$ cat src/rtl/decade_pkg.sv
package decade_pkg;

   // Operation selected for the next rising edge
   typedef enum logic [1:0] {
      DS_HOLD  = 2'd0,
      DS_COUNT = 2'd1,
      DS_LOAD  = 2'd2
   } ds_mode_e;

endpackage

$ cat src/rtl/dstage_mode_sel.sv
module dstage_mode_sel
   import decade_pkg::*;
(
   input  logic     spe_n,
   input  logic     pe,
   input  logic     te,
   output ds_mode_e mode
);

   // Preset wins over counting; both enables are needed to count
   always_comb begin
      if (!spe_n)
         mode = DS_LOAD;
      else if (pe && te)
         mode = DS_COUNT;
      else
         mode = DS_HOLD;
   end

endmodule

$ cat src/rtl/dstage_next.sv
module dstage_next
   import decade_pkg::*;
#(
   parameter int WIDTH    = 4,
   parameter int TERM_VAL = 9
) (
   input  logic [WIDTH-1:0] q_cur,
   input  logic [WIDTH-1:0] p,
   input  ds_mode_e         mode,
   output logic [WIDTH-1:0] q_nxt
);

   localparam logic [WIDTH-1:0] TERM_Q  = WIDTH'(TERM_VAL);
   localparam logic [WIDTH-1:0] ONE_Q   = WIDTH'(1);
   localparam int               FULL_V  = (1 << WIDTH) - 1;

   logic [WIDTH-1:0] q_inc;

   generate
      if (TERM_VAL == FULL_V) begin : g_binary
         // Terminal equals all ones: natural wrap suffices
         assign q_inc = q_cur + ONE_Q;
      end else begin : g_modulo
         // Wrap at the terminal value; codes above it roll over naturally
         assign q_inc = (q_cur == TERM_Q) ? '0 : (q_cur + ONE_Q);
      end
   endgenerate

   always_comb begin
      unique case (mode)
         DS_LOAD:  q_nxt = p;
         DS_COUNT: q_nxt = q_inc;
         default:  q_nxt = q_cur;
      endcase
   end

endmodule

$ cat src/rtl/dstage_tc.sv
module dstage_tc #(
   parameter int WIDTH    = 4,
   parameter int TERM_VAL = 9
) (
   input  logic [WIDTH-1:0] q,
   input  logic             te,
   output logic             tc
);

   localparam logic [WIDTH-1:0] TERM_Q = WIDTH'(TERM_VAL);

   // Exact decode; pe deliberately absent
   assign tc = te && (q == TERM_Q);

endmodule

$ cat src/rtl/decade_stage.sv
module decade_stage
   import decade_pkg::*;
#(
   parameter int WIDTH    = 4,
   parameter int TERM_VAL = 9
) (
   input  logic             clk,
   input  logic             mr_n,
   input  logic             spe_n,
   input  logic             pe,
   input  logic             te,
   input  logic [WIDTH-1:0] p,
   output logic [WIDTH-1:0] q,
   output logic             tc
);

   // Elaboration-time parameter checks
   generate
      if (WIDTH < 1) begin : g_bad_width
         $error("decade_stage: WIDTH must be at least 1");
      end
      if (TERM_VAL < 1 || TERM_VAL > (1 << WIDTH) - 1) begin : g_bad_term
         $error("decade_stage: TERM_VAL must lie in 1 .. 2**WIDTH-1");
      end
   endgenerate

   ds_mode_e         mode;
   logic [WIDTH-1:0] q_nxt;

   dstage_mode_sel u_mode (
      .spe_n (spe_n),
      .pe    (pe),
      .te    (te),
      .mode  (mode)
   );

   dstage_next #(
      .WIDTH    (WIDTH),
      .TERM_VAL (TERM_VAL)
   ) u_next (
      .q_cur (q),
      .p     (p),
      .mode  (mode),
      .q_nxt (q_nxt)
   );

   always_ff @(posedge clk or negedge mr_n) begin
      if (!mr_n)
         q <= '0;
      else
         q <= q_nxt;
   end

   dstage_tc #(
      .WIDTH    (WIDTH),
      .TERM_VAL (TERM_VAL)
   ) u_tc (
      .q  (q),
      .te (te),
      .tc (tc)
   );

endmodule

$ cat config.mk
export PLATFORM = sky130hd
export DESIGN_NAME = decade_stage
export DESIGN_NICKNAME = d
export VERILOG_FILES = /design/src/rtl/decade_pkg.sv /design/src/rtl/dstage_mode_sel.sv /design/src/rtl/dstage_next.sv /design/src/rtl/dstage_tc.sv /design/src/rtl/decade_stage.sv
export SDC_FILE = /design/constraint.sdc
export NUM_CORES = 1
export LEC_CHECK = 0
export BUFFER_PORTS_ARGS = -buffer_cell sky130_fd_sc_hd__buf_2
export CELL_PAD_IN_SITES_DETAIL_PLACEMENT = 0
export CELL_PAD_IN_SITES_GLOBAL_PLACEMENT = 1
export CORE_AREA = 2 2 39 41
export DETAILED_ROUTE_END_ITERATION = 12
export DIE_AREA = 0 0 41 43
export GPL_TIMING_DRIVEN = 0
export PLACE_DENSITY_LB_ADDON = 0.1
export SLEW_MARGIN = 25
export SYNTH_ARGS = -nofsm -noshare
export SYNTH_HDL_FRONTEND = slang
export SYNTH_SLANG_ARGS = --single-unit
$ cat constraint.sdc
create_clock -name clk -period 1.14 [get_ports clk]
set_input_delay 0.057 -clock clk [delete_from_list [all_inputs] [get_ports clk]]
set_output_delay 0.057 -clock clk [all_outputs]
set_load 0.01 [all_outputs]
## Yosys cells after proc, flatten, opt, wreduce, memory -nomap -nowiden

Cells that the tools add are included.

- Input port bits: 9
- Output and inout bits: 5
- Logic and storage cells: 12
- Bits in registers: 4

- Mux-type cells: 4
- $add $sub $neg: 1
- Eq/ne operators: 3
- Reductions and logical operators: 3

Operators by type and width:

| kind | number |
|---|---|
| 4-bit case mux with 2 select lines | 1 |
| 4-bit by 1-bit adder with 4-bit output, second input constant | 1 |
| 4-bit == test, second input constant | 1 |
| 4-bit two-way mux | 1 |
| 2-bit by 1-bit == test with 1-bit output, second input constant | 1 |
| 2-bit == test, second input constant | 1 |
| 1-bit logical AND | 2 |
| 2-bit two-way mux | 1 |
| 2-bit nonzero test | 1 |
| 1-bit two-way mux | 1 |

## Longest topological paths before layout

Gate-level depths: netlist of the first run.

- Word-level depth: 5
- Mapped depth: 4
- Mapped depth without buffers: 3

## By module

From an unflattened synthesis of the first run, not the netlist that was laid out.

- Cell total of the unflattened synthesis: 40
- Area total of the unflattened synthesis: 340.3 µm²

By module, submodules not included:

| module | cells each | times used | area each (µm²) |
|---|---|---|---|
| dstage_next | 32 | 1 | 217.7 |
| decade_stage | 4 | 1 | 100.1 |
| dstage_tc | 2 | 1 | 12.5 |
| dstage_mode_sel | 2 | 1 | 10.0 |

## Least setup slack after synthesis of the first run

OpenSTA, ideal clock, no wires.

- Path kind: register to register
- Start: reg q[3]
- End: reg q[3]
- Arrival time: 1.171 ns
- Stages on the path, launching flop included: 4
- Setup slack: -0.158 ns
- Clock period less this slack: 1.298 ns
- Setup time: 0.126 ns
- Cell sequence: dfrtp_1 -> nor2b_2 -> a311o_1 -> a311o_1

- Word-level cells in the longest chain between the ends: 3

Ends and longest elaborated chain:

| item | RTL line | text |
|---|---|---|
| start: declaration | decade_stage.sv:13 | `output logic [WIDTH-1:0] q,` |
| start signal: assignment | decade_stage.sv:51 | `q <= q_nxt;` |
| 4-bit by 1-bit adder with 4-bit output / 4-bit == test (equally long branches) | dstage_next.sv:25 | `assign q_inc = (q_cur == TERM_Q) ? '0 : (q_cur + ONE_Q);` |
| 4-bit two-way mux * | dstage_next.sv:25 |  |
| 4-bit case mux with 2 select lines * | dstage_next.sv:30 | `unique case (mode)` |

Mark *: on every way between the ends. The rest lies on a longest branch, timed or not.
A chain may end at the register's enable or synchronous reset.

## Final worst setup path of the first run

- Start: reg q[2]
- End: reg q[3]

Same word-level chain as after synthesis.

==> summary.txt, run 1 <==
Status - complete, but fails checks
Failing checks - setup timing
Worst Hold Class - in2reg
Area leader, netlist - dfrtp_1
Core footprint - 1380 um^2
GPL Wtd Cong - 0.625
Top flop regs - q (4)
Vert. Die Dim - 43 um
Synth unique cells - 15
CTS tree - done
Level count of the clock H-tree - 1
PD cells - 1240 nW/um^2
Initial antenna violation count - 0
Crit path DAT - 1.38 ns
Diode count - 0
Syn nets - 35
Pin count of the biggest net entering global routing - 11
Synthesized area per cell - 9.58 um^2
Clock latency on the worst-skew pair - 0.23 ns
Max clock buf depth - 2
Relative slew slack - 88.6%
Synth top area share - 40.2%
Tot Pwr - 0.519 mW
Static leakage - 0.201 nW
Most used cell, CP - a311o_1
TritonCTS Sinks - 4
Post-Place Cells - 55
Synthesized flop and latch total - 4
Final Hold Viols - 0
Via density - 4.22
Via count - 270
Max-cap check violation count - 0
Share of layout cells above drive strength 1 - 54.2%
Max reg flops - 4
Switching power total - 0.142 mW
Cell Count, Final, Fillers Out - 64
Setup TNS - -0.218 ns
TritonRoute pass-1 iters - 4
CP max-delay cell - dfrtp_2
Cell Area, Synth - 249 um^2
Req. time, crit path - 1.24 ns
Die width - 41 um
Largest stage delay, worst path - 0.42 ns
Final Max Tran Viols - 0
Setup ws final - -0.132 ns
Nets - 59
Hold Startpoint - p[0]
Critical path origin - q[2]
Switching portion of total power - 27.3%
Slew @ Worst Pin - 0.170 ns
Most flops, register - q
Final Setup Violations - 3
RSZ-0062 raised after global routing - true
Setup slack, reg-to-reg - -0.13 ns
Setup Skew - 0.00244 ns
Reg2reg start - q[2]
Peak supply drop - 0.000403 V
Standard-cell rows - 14
Internal - 0.377 mW
Worst-path cell chain - and4b_1, a311o_1, a311o_1
Layout area overhead - 68.3%
Seq/Total Area, Yosys - 40.2%
Part of the power in registers - 35.1%
Global Route Usage Sum - 9.16%
Total wire length - 676 um
DIE AREA - 1760 um^2
Crit path time final - 1.27 ns
Initial Util - 18.0%
Clk network pwr share - 32.6%
Dpl hpwl - 501 um
Port Buffers - 13
Top post-synthesis cells by area - dfrtp_1 (40%), a311o_1 (8.0%), and4b_1 (8.0%)
Fmax - 0.786 GHz
Wire per inst - 10.6 um
Antenna-violating nets left - 0
Critical path type - reg2reg
Gate count after technology mapping - 26
Clk pin slew, worst setup/hold paths - 0.04 ns
Crit. End Element - flip-flop
Fin crit share - 112%
Root buf cell - clkbuf_4
Part of the power in combinational logic - 32.3%
Vias in the first global route - 280
IO Pins - 14
GR Overflow Total - 0
Total CTS buffers - 3
Synth warn - 0
Remaining routing DRC violations - 0
Drt initial violations - 5
Startpoint Class - flip-flop
Global-route wire length before repair - 1060 um
Crit-path max FO - 3
## critical path: cells and delay by family (launching register included)
family	cells	cell delay (ns)
flops	1	0.42
compound gates	2	0.55
simple gates	1	0.18
## metrics by stage
step | hold WS [ns] | area [um^2] | utilization (%) | setup slack (ns)
2_1_floorplan | -0.239 | 256 | - | -0.117
3_3_place_gp | -0.136 | 342 | 24.7 | -0.141
3_5_place_dp | -0.133 | 342 | 24.7 | -0.166
4_1_cts | 0.0685 | 419 | 30.3 | -0.139
5_1_grt | 0.0680 | 419 | 30.3 | -0.183
6_report | 0.0720 | 419 | 30.3 | -0.132
## cells in the mapped netlist
cell      n
a21oi_1   2
a311o_1   2
a31oi_1   1
and2b_4   1
and4b_1   2
buf_4     1
dfrtp_1   4
nand2_1   2
nand3_1   1
nand4_1   1
nand4b_1  1
nor2_1    4
nor2b_2   1
or3_1     1
xor2_1    2
## routing by layer
layer	share of wire (%)	global-route usage, %	vias to the layer above
met1	47	11.0	121
met3	5.8	3.14	0
met5	0	0	-
li1	-	-	141
met2	47	13.1	8
met4	0	6.00	0
## area by class of cell
cell class	count	area, um^2
fill	163	965
multi-input combinational	21	146
timing repair buffer	19	120
sequential	4	103
clock buffer	3	22.5
tap	16	20.0
buffer	1	7.51
## path summary, 6_finish.rpt
kind,end,cells past startpoint
min reg2reg,q[3],2
max,q[3],3
max reg2reg,q[3],3
min,q[0],3
min in group asynchronous,q[0],2
max in group asynchronous,q[1],2
## logic make-up (layout without fill, tap and decap cells)
kind of cell	count (synthesis)	count (layout)	synth area share, %
DFF	4	4	40.2
and+or+nand+nor	14	14	35.2
buffers and inverters	1	23	3.02
xor gates and xnor gates	2	2	7.04
AOI/OAI and AO/OA	5	5	14.6
## layout by cell type, fill, tap and decap left out
cell,instances
xor2_1,2
buf_4,4
dfrtp_1,2
or3_1,1
clkbuf_4,3
buf_6,2
a21oi_1,2
a31oi_1,1
dfrtp_2,2
nor2b_4,1
and4b_1,2
nand2_1,2
nand4_1,1
nand4b_1,1
nor2_1,4
and2b_4,1
buf_2,13
nand3_1,1
a311o_1,2
dlygate4sd3_1,1
## what timing repair did
| item | CTS | global route |
|---|---|---|
| hold buffers | 1 | 0 |
| resized for setup | 2 | 0 |
| hold endpoints to repair | 4 | 0 |
| pin swaps | 2 | 0 |
| buffers inserted | 5 | 0 |
| endpoints found under the setup margin | 3 | 3 |
## power by group through the flow
stage	clock, mW	sequential (mW)	combinational [mW]
6_report	0.169	0.182	0.167
5_1_grt	0.195	0.185	0.183
4_1_cts	0.179	0.182	0.169
3_5_place_dp	0	0.195	0.115
3_3_place_gp	0	0.192	0.115
2_1_floorplan	0	0.198	0.0586
Power figures use the tool's default switching activity.
==> run 2: changes to the inputs <==
- clock period: 1.14 -> 1.05 ns (I/O delays scaled with it)
==> summary.txt, run 2 (synthesized netlist as in run 1, its figures left out) <==
Setup ws final - -0.205 ns
GR Util met2 - 11.9%
Crit path DAT - 1.36 ns
Root buf cell - clkbuf_4
Gr busiest metal - met2
Global-route wire length before repair - 966 um
CTS tree - done
Diode count - 0
Clk pin slew, worst setup/hold paths - 0.03 ns
Standard-cell rows - 14
Static leakage - 0.206 nW
Commonest non-fill, non-tap cell in the layout - buf_2
Layout area overhead - 73.4%
Initial Util - 18.0%
Crit path time final - 1.25 ns
Total CTS buffers - 3
Via density - 4.18
Switching portion of total power - 27.1%
Fillcell total - 154
Remaining routing DRC violations - 0
Peak supply drop - 0.000530 V
IO Pins - 14
Dpl hpwl - 475 um
Wire per inst - 9.89 um
Met1 Use GR - 9.51%
DIE AREA - 1760 um^2
GR Util met3 - 3.14%
GPL Wtd Cong - 0.576
PD cells - 1320 nW/um^2
Max-cap check violation count - 0
Final Setup Violations - 4
Clock latency on the worst-skew pair - 0.23 ns
TritonCTS Sinks - 4
Part of the power in registers - 34.8%
Relative slew slack - 88.8%
Fmax - 0.797 GHz
Die width - 41 um
Crit-path max FO - 4
Most flops, register - q
Hold slack - 0.0742 ns
RSZ-0062 raised after global routing - true
Part of the power in combinational logic - 32.9%
Failing checks - setup timing
Switching power total - 0.154 mW
Initial antenna violation count - 0
Global Route Usage Sum - 8.59%
Core footprint - 1380 um^2
Most frequent cells in the layout - buf_2 (13), buf_4 (5), nor2_1 (4)
Internal - 0.415 mW
Final Core Density - 31.2%
Max reg flops - 4
Clk network pwr share - 32.3%
Pin count of the biggest net entering global routing - 11
TritonRoute pass-1 iters - 2
Final Hold Viols - 0
Req. time, crit path - 1.16 ns
Slew @ Worst Pin - 0.167 ns
Vias in the first global route - 254
Max clock buf depth - 2
Level count of the clock H-tree - 1
Setup slack, reg-to-reg - -0.20 ns
Status - complete, but fails checks
Via count - 272
Setup Skew - 0.00490 ns
Fin crit share - 119%
GR Overflow Total - 0
Top flop regs - q (4)
Antenna-violating nets left - 0
Port Buffers - 13
Nets - 60
Share of layout cells above drive strength 1 - 57.1%
Critical path type - reg2reg
Drt initial violations - 2
Tot Pwr - 0.570 mW
Startpoint Class - flip-flop
Crit. End Element - flip-flop
Total wire length - 643 um
Final Max Tran Viols - 0
Vert. Die Dim - 43 um
Worst Hold Class - in2reg
Setup TNS - -0.469 ns
## run 2: area by class of cell
type | count | area (um^2) | area share, %
Clock buffer | 3 | 22.5 | 5.22
Tap cell | 16 | 20.0 | 4.64
Timing Repair Buffer | 20 | 128 | 29.6
Buffer | 1 | 7.51 | 1.74
Sequential cell | 4 | 103 | 23.8
Multi-Input combinational cell | 21 | 151 | 35.1
## run 2: per-layer routing
| layer | part of all wire, % | vias up |
|---|---|---|
| met5 | 0 | - |
| met4 | 2.3 | 0 |
| met3 | 7.0 | 2 |
| met2 | 47 | 9 |
| met1 | 43 | 118 |
| li1 | - | 143 |
## run 2: stage by stage
step,cell area [um^2],std cells,setup WS (ns)
finish,432,65,-0.205
floorplan,256,26,-0.207
CTS,423,65,-0.206
detailed placement,342,55,-0.221
global route,432,65,-0.251
global placement,342,55,-0.219
## run 2: repair_timing
action,CTS,global route
buffers inserted,6,0
hold buffers,1,0
resized for setup,1,2
pin swaps,4,3
setup endpoints to repair,3,4
endpoints found under the hold margin,4,0
## run 2: path summary, 6_finish.rpt
path                       start    to  cells past startpoint
max reg2reg                 q[2]  q[3]                      3
min reg2reg                 q[3]  q[3]                      2
min                         p[2]  q[2]                      3
max in group asynchronous   mr_n  q[2]                      2
max                         q[2]  q[3]                      3
min in group asynchronous   mr_n  q[0]                      2
## run 2: critical path, stage by stage (launching register included)
cell and delay, ns:
dfrtp_2 0.43, and4b_1 0.18, a311o_1 0.26, a311o_1 0.27
## run 2: power by group through the flow
| stage | Combinational, mW | Clock [mW] | Sequential [mW] |
|---|---|---|---|
| 6_report | 0.187 | 0.184 | 0.198 |
| 2_1_floorplan | 0.0636 | 0 | 0.215 |
| 4_1_cts | 0.184 | 0.193 | 0.197 |
| 5_1_grt | 0.203 | 0.212 | 0.200 |
| 3_5_place_dp | 0.125 | 0 | 0.209 |
| 3_3_place_gp | 0.125 | 0 | 0.208 |
